### src/rtl/hs_timeout_pkg.sv
package hs_timeout_pkg;

    // Control states of the extended state machine.
    typedef enum logic [1:0] {
        ST_IDLE = 2'd0,
        ST_ANS  = 2'd1,
        ST_DC   = 2'd2,
        ST_VIO  = 2'd3
    } mon_state_e;

    // Reported reason codes.
    typedef enum logic [1:0] {
        RSN_NONE     = 2'd0,
        RSN_ACK_LATE = 2'd1
    } reason_e;

    // Action applied to the elapsed-cycle variable on a transition.
    typedef enum logic [1:0] {
        OP_CLR  = 2'd0,
        OP_INC  = 2'd1,
        OP_HOLD = 2'd2
    } cnt_op_e;

    typedef struct packed {
        mon_state_e nxt;
        cnt_op_e    op;
    } step_t;

    // One transition: current state, inputs and the guard predicate
    // (counter has reached the bound) select next state and counter action.
    function automatic step_t mon_step(mon_state_e cur, logic req,
                                       logic ack, logic at_bound);
        step_t s;
        s.nxt = cur;
        s.op  = OP_HOLD;
        unique case (cur)
            ST_IDLE, ST_DC: begin
                if (req && !ack) begin
                    s.nxt = ST_ANS;
                    s.op  = OP_INC;
                end else if (ack && !req) begin
                    s.nxt = ST_DC;
                    s.op  = OP_CLR;
                end else begin
                    s.nxt = ST_IDLE;
                    s.op  = OP_CLR;
                end
            end
            ST_ANS: begin
                if (ack) begin
                    s.nxt = ST_IDLE;
                    s.op  = OP_CLR;
                end else if (at_bound) begin
                    s.nxt = ST_VIO;
                    s.op  = OP_HOLD;
                end else begin
                    s.nxt = ST_ANS;
                    s.op  = OP_INC;
                end
            end
            default: begin
                s.nxt = ST_VIO;
                s.op  = OP_HOLD;
            end
        endcase
        return s;
    endfunction

    function automatic reason_e reason_of(mon_state_e st);
        return (st == ST_VIO) ? RSN_ACK_LATE : RSN_NONE;
    endfunction

endpackage

### src/rtl/hs_timeout_cnt.sv
module hs_timeout_cnt
    import hs_timeout_pkg::*;
#(
    parameter int LIMIT = 16,
    localparam int CNT_W = $clog2(LIMIT + 1)
) (
    input  logic             clk,
    input  logic             rst,
    input  cnt_op_e          op,
    output logic [CNT_W-1:0] cnt_q,
    output logic             at_bound
);

    always_ff @(posedge clk) begin
        if (rst) begin
            cnt_q <= '0;
        end else begin
            unique case (op)
                OP_CLR:  cnt_q <= '0;
                OP_INC:  cnt_q <= cnt_q + CNT_W'(1);
                default: cnt_q <= cnt_q;
            endcase
        end
    end

    // Guard predicate used by the answer-state transitions.
    assign at_bound = (cnt_q == CNT_W'(LIMIT));

endmodule

### src/rtl/hs_timeout_ctrl.sv
module hs_timeout_ctrl
    import hs_timeout_pkg::*;
(
    input  logic       clk,
    input  logic       rst,
    input  logic       req_i,
    input  logic       ack_i,
    input  logic       at_bound,
    output cnt_op_e    op,
    output mon_state_e nxt
);

    mon_state_e state_q;
    step_t      step;

    always_comb begin
        step = mon_step(state_q, req_i, ack_i, at_bound);
        op   = step.op;
        nxt  = step.nxt;
    end

    always_ff @(posedge clk) begin
        if (rst) state_q <= ST_IDLE;
        else     state_q <= step.nxt;
    end

endmodule

### src/rtl/hs_timeout_flag.sv
module hs_timeout_flag
    import hs_timeout_pkg::*;
(
    input  logic       clk,
    input  logic       rst,
    input  mon_state_e nxt,
    output logic       viol_o,
    output logic [1:0] reason_o
);

    logic    viol_q;
    reason_e reason_q;

    always_ff @(posedge clk) begin
        if (rst) begin
            viol_q   <= 1'b0;
            reason_q <= RSN_NONE;
        end else if (!viol_q) begin
            viol_q   <= (nxt == ST_VIO);
            reason_q <= reason_of(nxt);
        end
    end

    assign viol_o   = viol_q;
    assign reason_o = reason_q;

endmodule

### src/rtl/hs_timeout_mon.sv
module hs_timeout_mon
    import hs_timeout_pkg::*;
#(
    parameter int LIMIT = 16,
    localparam int CNT_W = $clog2(LIMIT + 1)
) (
    input  logic       clk,
    input  logic       rst,
    input  logic       req_i,
    input  logic       ack_i,
    output logic       viol_o,
    output logic [1:0] reason_o
);

    cnt_op_e          op;
    mon_state_e       nxt;
    logic [CNT_W-1:0] cnt_q;
    logic             at_bound;

    hs_timeout_cnt #(.LIMIT(LIMIT)) u_cnt (
        .clk      (clk),
        .rst      (rst),
        .op       (op),
        .cnt_q    (cnt_q),
        .at_bound (at_bound)
    );

    hs_timeout_ctrl u_ctrl (
        .clk      (clk),
        .rst      (rst),
        .req_i    (req_i),
        .ack_i    (ack_i),
        .at_bound (at_bound),
        .op       (op),
        .nxt      (nxt)
    );

    hs_timeout_flag u_flag (
        .clk      (clk),
        .rst      (rst),
        .nxt      (nxt),
        .viol_o   (viol_o),
        .reason_o (reason_o)
    );

endmodule

### config.mk
export PLATFORM = sky130hd
export DESIGN_NAME = hs_timeout_mon
export DESIGN_NICKNAME = d
export VERILOG_FILES = /design/src/rtl/hs_timeout_pkg.sv /design/src/rtl/hs_timeout_cnt.sv /design/src/rtl/hs_timeout_ctrl.sv /design/src/rtl/hs_timeout_flag.sv /design/src/rtl/hs_timeout_mon.sv
export SDC_FILE = /design/constraint.sdc
export NUM_CORES = 1
export LEC_CHECK = 0
export ABC_AREA = 1
export BUFFER_PORTS_ARGS = -buffer_cell sky130_fd_sc_hd__buf_2
export CAP_MARGIN = 20
export CORE_AREA = 10 10 47 49
export CTS_CLUSTER_SIZE = 40
export DETAILED_ROUTE_END_ITERATION = 16
export DIE_AREA = 0 0 57 59
export PLACE_DENSITY = 0.72
export SLEW_MARGIN = 0
export SYNTH_ARGS = -nofsm -noshare
export SYNTH_HDL_FRONTEND = slang
export SYNTH_SLANG_ARGS = --single-unit
### constraint.sdc
create_clock -name clk -period 1.6 [get_ports clk]
set_clock_uncertainty 0.2 [all_clocks]
set_input_delay 0.16 -clock clk [delete_from_list [all_inputs] [get_ports clk]]
set_output_delay 0.16 -clock clk [all_outputs]
set_load 0.01 [all_outputs]
==> results.py, run 1 <==
metrics = {
    "setup_path": {
        "crit_arrival_ps": 1430,
        "worst_ep_required_time_ps": 1600,
        "crit_fanout": 5,
        "ff2ff_path_depth": 7,
        "worstPathCellList": "inv_1, ha_1, nand2_1, inv_1, nand3_1, nand3_1, a21oi_2",
        "crit_slowest_cell": "dfxtp_1",
        "cp_num_buf_inv": 2,
        "r2r-end": "u_cnt.cnt_q[3]",
        "r2r_start": "u_cnt.cnt_q[1]",
        "end_kind": "flop",
        "startpoint_type": "flop",
        "slowest_delay_ps": 390,
        "path_class": "flop to flop",
        "r2r_slack_ps": 170,
        "path_delay_family": "flip-flops",
    },
    "clock_network": {
        "cts_tree": "done",
        "clockRootBuffer": "clkbuf_4",
        "htree_levels": 1,
        "clock-sinks": 9,
        "clk_pin_slew_worst_paths_ps": 60,
        "numCtsBuffers": 3,
        "cts_buffer_depth": 2,
        "cts_setup_buffers": 0,
        "clk_latency_ps": 260,
    },
    "final_layout": {
        "diodes": 0,
        "fill_cells": 146,
        "multi_input_area_sq_um": 280.3,
        "finalCoreUtilization_pct": 44.20,
        "drive_gt1_share_pct": 21.95,
        "final_nets": 89,
        "synthToLayoutAreaGrowth_pct": 14.06,
        "regArea_sq_um": 181.4,
    },
    "synth": {
        "syn_nets": 79,
        "synthSimpleGateAreaFrac_pct": 35.02,
        "synthAdderAreaFrac_pct": 4.608,
        "synth_top_family_by_area": "simple AND/OR/NAND/NOR gates",
        "synth_top_area_cell": "dfxtp_1",
        "synthTopCellsByArea": "dfxtp_1 33%, nand3_1 12%, inv_1 8.3%, nand2_1 7.6%, a21oi_1 6.5%",
        "synth_compound_area_share_pct": 9.677,
        "yosys_warnings": 0,
        "synth_xor_area_share_pct": 1.613,
        "ys_ff_latch": 9,
        "avgSynthCellArea_sq_um": 7.439,
        "ys_types": 18,
        "yosysTopAreaCellShare_pct": 33.18,
        "synth.area.mux_share_pct": 0,
        "ys_seq_area_share_pct": 33.18,
        "synthesis.area_sq_um": 543.0,
        "synth_cells": 73,
    },
    "worst_hold_path": {
        "min_path_cells": 2,
        "min_path_type": "flop to flop",
        "worstHoldEndpoint": "u_flag.reason_o[0]",
        "min_from": "u_flag.reason_o[0]",
    },
    "detailed_routing": {
        "wirelength_mm": 1.011,
        "route.detailed.drc": 0,
        "vias_per_cell": 4.714,
        "drt_first_pass_iters": 4,
        "wl_per_cell_um": 10.32,
        "vias": 462,
        "ant_nets": 0,
        "dr.first_iter.drc_count": 14,
    },
    "global_routing": {
        "track_usage_pct": 6.820,
        "grt_max_degree": 10,
        "grt_pass1_vias": 436,
        "grt_overflow": 0,
        "antenna_found_initial": 0,
        "grt_pass1_wl_mm": 1.780,
    },
    "power_and_ir_drop": {
        "power_leakage_nw": 0.2694,
        "peakVddDrop_uv": 514.9,
        "power.total_w": 0.0004720,
        "power_density_nw_per_um2": 762.1,
    },
    "timing": {
        "fin_crit_ps": 1433,
        "rsz0062_at_grt": "no",
        "hold_viol": 0,
        "setup_viol": 0,
        "fin_hold_ws_ps": 255.6,
        "fmax_mhz": 697.8,
        "setup_ws_ps": 166.9,
        "min_period_over_period_pct": 89.57,
        "tns_ps": 0,
        "maxSlewViolCount": 0,
    },
    "die": {
        "io_pins": 7,
        "rows": 14,
        "die_y_um": 59,
        "die_area_sq_um": 3363,
        "start_util_pct": 38.75,
        "coreArea_sq_um": 1401,
        "dieWidth_um": 57,
    },
    "run": {
        "maxCapViolCount": 0,
    },
    "placement": {
        "dp_hpwl_um": 761.3,
        "dpl_worst_slack_ps": 130.9,
        "gp_congestion": 0.8733,
        "port_buffers": 5,
    },
    "status": {
        "status": "finished clean",
    },
}
==> Yosys cell counts (all sizes together) <==
master,n
a21oi,9
buf,4
clkinv,1
conb,1
dfxtp,9
ha,2
inv,12
nand2,13
nand3,16
nand4,2
nor2,3
xor2,1
==> what timing repair did <==
action / CTS / global route
hold buffers: 3 / 0
resized for setup: 0 / 1
setup endpoints to repair: 0 / 4
endpoints found under the hold margin: 8 / 0
==> worst min-delay path: stages (launching register included) <==
cell and delay, ps:
dfxtp_1 310, nand2_1 50, a21oi_1 50
==> how the worst max path moves through the flow <==
| stage | cells after the start | endpoint | startpoint | slack (ps) |
|---|---|---|---|---|
| global placement | 7 | u_cnt.cnt_q[3] | u_cnt.cnt_q[0] | 200 |
| floorplan | 7 | u_cnt.cnt_q[3] | u_cnt.cnt_q[0] | 270 |
| global route | 7 | u_cnt.cnt_q[1] | u_cnt.cnt_q[1] | 20 |
| detailed placement | 7 | u_cnt.cnt_q[3] | u_cnt.cnt_q[0] | 130 |
| finish | 7 | u_cnt.cnt_q[3] | u_cnt.cnt_q[1] | 170 |
| CTS | 7 | u_cnt.cnt_q[3] | u_cnt.cnt_q[0] | 100 |
==> registers in the layout (all words and copies together) (netlist names) <==
name             count
u_flag.viol_o        1
u_ctrl.state_q       2
u_cnt.cnt_q          5
u_flag.reason_o      1
==> where the power goes <==
group,switching [W],internal [W],leakage [nW]
Clock,0.0000816,0.0000963,0.0150
Combinational,0.0000320,0.0000229,0.181
Sequential,0.00000687,0.000232,0.0737
==> per-stage QoR <==
stage / instance area (sq um) / instances
floorplan: 543.0 / 73
finish: 619.3 / 98
global route: 619.3 / 98
CTS: 618.1 / 98
global placement: 561.8 / 91
detailed placement: 561.8 / 91
==> per-layer routing <==
layer	global-route usage, %	vias up	share of wire [%]
met5	0	-	0
met4	3.020	0	1.2
met3	4.506	2	5.6
met2	10.85	11	46
met1	6.867	202	47
li1	-	247	-
==> kinds of logic (layout without fill, tap and decap cells) <==
logic type,Yosys count,count (layout)
AND/OR/NAND/NOR,34,34
buffers and inverters,17,26
AO/OA/AOI/OAI,9,9
flip-flops,9,9
adder cells (fa/ha/maj),2,2
other,1,1
XOR/XNOR,1,1
==> cell usage in the layout, fill, tap and decap left out <==
master / count
nand4_1: 2
dfxtp_2: 1
nor2_1: 2
a21oi_1: 7
buf_4: 1
a21oi_2: 2
buf_2: 5
nor2_4: 1
clkbuf_1: 1
clkinv_1: 1
dfxtp_1: 8
nand3_1: 13
xor2_1: 1
inv_1: 12
nand2_1: 11
clkbuf_4: 3
dlygate4sd3_1: 3
ha_1: 2
nand3_2: 3
nand2_4: 2
conb_1: 1
==> final cells by class <==
type / count / share of cell area [%]
clock buffers: 4 / 4.242
flip-flops and latches: 9 / 29.29
repair buffers: 9 / 10.10
multi-input cells: 47 / 45.25
inverters: 13 / 7.879
well taps: 16 / 3.232
Power figures use the tool's default switching activity.
==> inputs of run 2 (changes only) <==
--- a/config.mk
+++ b/config.mk
@@ -8,11 +8,13 @@
 export ABC_AREA = 1
 export BUFFER_PORTS_ARGS = -buffer_cell sky130_fd_sc_hd__buf_2
 export CAP_MARGIN = 20
-export CORE_AREA = 10 10 47 49
+export CELL_PAD_IN_SITES_DETAIL_PLACEMENT = 1
+export CELL_PAD_IN_SITES_GLOBAL_PLACEMENT = 2
+export CORE_MARGIN = 10
+export CORE_UTILIZATION = 30
 export CTS_CLUSTER_SIZE = 40
 export DETAILED_ROUTE_END_ITERATION = 16
-export DIE_AREA = 0 0 57 59
-export PLACE_DENSITY = 0.72
+export PLACE_DENSITY = 0.85
 export SLEW_MARGIN = 0
 export SYNTH_ARGS = -nofsm -noshare
 export SYNTH_HDL_FRONTEND = slang
==> run 2 against run 1 <==
  * Cell count rose by 9.2%
  * Design area up 1.4%
  * Worst hold slack worse by 240 ps
==> results.py, run 2 (synthesis results as in run 1) <==
metrics = {
    "final_layout": {
        "max_flop_register": "u_cnt.cnt_q",
        "final_nets": 89,
        "largest_reg_flops": 5,
        "layout_commonest_cell": "nand3_1",
        "most-common-layout-cells": "13 x nand3_1, 12 x inv_1, 11 x nand2_1",
        "top_regs": "u_cnt.cnt_q x5, u_ctrl.state_q x2",
        "synthToLayoutAreaGrowth_pct": 15.67,
        "fin_area_sq_um": 628.1,
        "diodes": 0,
        "drive_gt1_share_pct": 23.17,
        "fill_cells": 238,
    },
    "power_and_ir_drop": {
        "power_leakage_nw": 0.2707,
        "power_density_nw_per_um2": 746.5,
        "peakVddDrop_uv": 477.7,
    },
    "die": {
        "die_area_sq_um": 3912,
        "rows": 15,
        "io_pins": 7,
        "start_util_pct": 31.45,
        "die_y_um": 62.55,
        "dieWidth_um": 62.55,
        "coreArea_sq_um": 1727,
    },
    "setup_path": {
        "crit_arrival_ps": 1370,
        "end_kind": "flop",
        "startpoint_type": "flop",
        "path_class": "flop to flop",
        "crit_fanout": 5,
        "worst_ep_required_time_ps": 1590,
    },
    "placement": {
        "port_buffers": 5,
        "placed_cell_area_sq_um": 580.6,
        "dp_hpwl_um": 912,
        "gp_congestion": 0.8058,
    },
    "detailed_routing": {
        "vias_per_cell": 4.486,
        "vias": 480,
        "wl_per_cell_um": 10.92,
        "ant_nets": 0,
        "wirelength_mm": 1.168,
        "dr.first_iter.drc_count": 3,
        "drt_first_pass_iters": 3,
        "route.detailed.drc": 0,
    },
    "worst_hold_path": {
        "min_path_type": "input pin to flop",
    },
    "clock_network": {
        "htree_levels": 1,
        "clock-sinks": 9,
        "cts_tree": "done",
        "clockRootBuffer": "clkbuf_4",
        "numCtsBuffers": 3,
        "cts_setup_buffers": 0,
        "clk_pin_slew_worst_paths_ps": 60,
        "clk_latency_ps": 260,
        "cts_buffer_depth": 2,
    },
    "global_routing": {
        "grt_max_degree": 10,
        "track_usage_pct": 6.517,
        "grt_pass1_vias": 502,
        "grt_pass1_wl_mm": 2.173,
        "antenna_found_initial": 0,
        "grt_overflow": 0,
    },
    "timing": {
        "hold_viol": 0,
        "fin_crit_ps": 1383,
        "fmax_mhz": 723.3,
        "tns_ps": 0,
        "maxSlewViolCount": 0,
        "setup_viol": 0,
        "min_period_over_period_pct": 86.41,
        "rsz0062_at_grt": "no",
    },
    "run": {
        "maxCapViolCount": 0,
    },
    "status": {
        "status": "finished clean",
    },
}
run 2: cell count changes in the layout (fill, tap and decap cells not counted):
cell | before | now
dlygate4sd3_1 | 3 | 2
buf_4 | 1 | 2
run 2: area by class of cell:
type                            count  area (sq um)  share of cell area (%)
Clock buffer                        4         26.28                   4.183
Multi-Input combinational cell     47         280.3                   44.62
Inverter                           13         48.80                   7.769
Timing Repair Buffer                9         60.06                   9.562
Tap cell                           25         31.28                   4.980
Sequential cell                     9         181.4                   28.88
run 2: worst max-delay path, stage by stage, from the launching register on:
cell and delay (ps):
dfxtp_2 370, inv_1 50, ha_1 170, nand2_1 60
inv_1 60, nand3_1 150, nand3_1 120, a21oi_2 130
run 2: metal layers:
layer	GRT usage (%)	wire, um	vias up	part of all wire [%]
li1	-	-	250	-
met1	7.746	583	222	50
met2	10.26	517	8	44
met3	3.584	66	0	5.7
met4	0.8380	0	0	0
met5	0	0	-	0
run 2: path summary, 6_finish.rpt:
path | start | to | slack [ps] | depth (start not counted)
max | u_cnt.cnt_q[1] | u_cnt.cnt_q[3] | 220 | 7
min | req_i | u_ctrl.state_q[1] | 20 | 4
max reg2reg | u_cnt.cnt_q[1] | u_cnt.cnt_q[3] | 220 | 7
min reg2reg | u_flag.reason_o[0] | u_flag.reason_o[0] | 270 | 2
run 2: where the power goes:
| group | switching (W) | total, W | internal [W] |
|---|---|---|---|
| clock | 0.0000767 | 0.000173 | 0.0000959 |
| sequential | 0.00000570 | 0.000238 | 0.000232 |
| combinational | 0.0000352 | 0.0000584 | 0.0000233 |
| total | 0.000118 | 0.000469 | 0.000351 |
run 2: what timing repair did:
item / 4_1_cts / 5_1_grt
resized for setup: 0 / 1
hold endpoints to repair: 3 / 0
setup endpoints to repair: 0 / 1
hold buffers: 2 / 0
run 2: through the flow:
step                      worst slack, ps  power (W)  hold WS (ps)  std cells  utilization (%)
final                               217.4  0.0004689         15.90        107            36.38
after global routing                18.12  0.0004962         54.51        107            36.38
after CTS                           153.4  0.0004767         7.847        107            36.30
after detailed placement            164.5  0.0002986         261.6        101            33.62
after global placement              224.0  0.0002972         251.9        101            33.62
after floorplan                     269.1  0.0002830         124.5         73                -
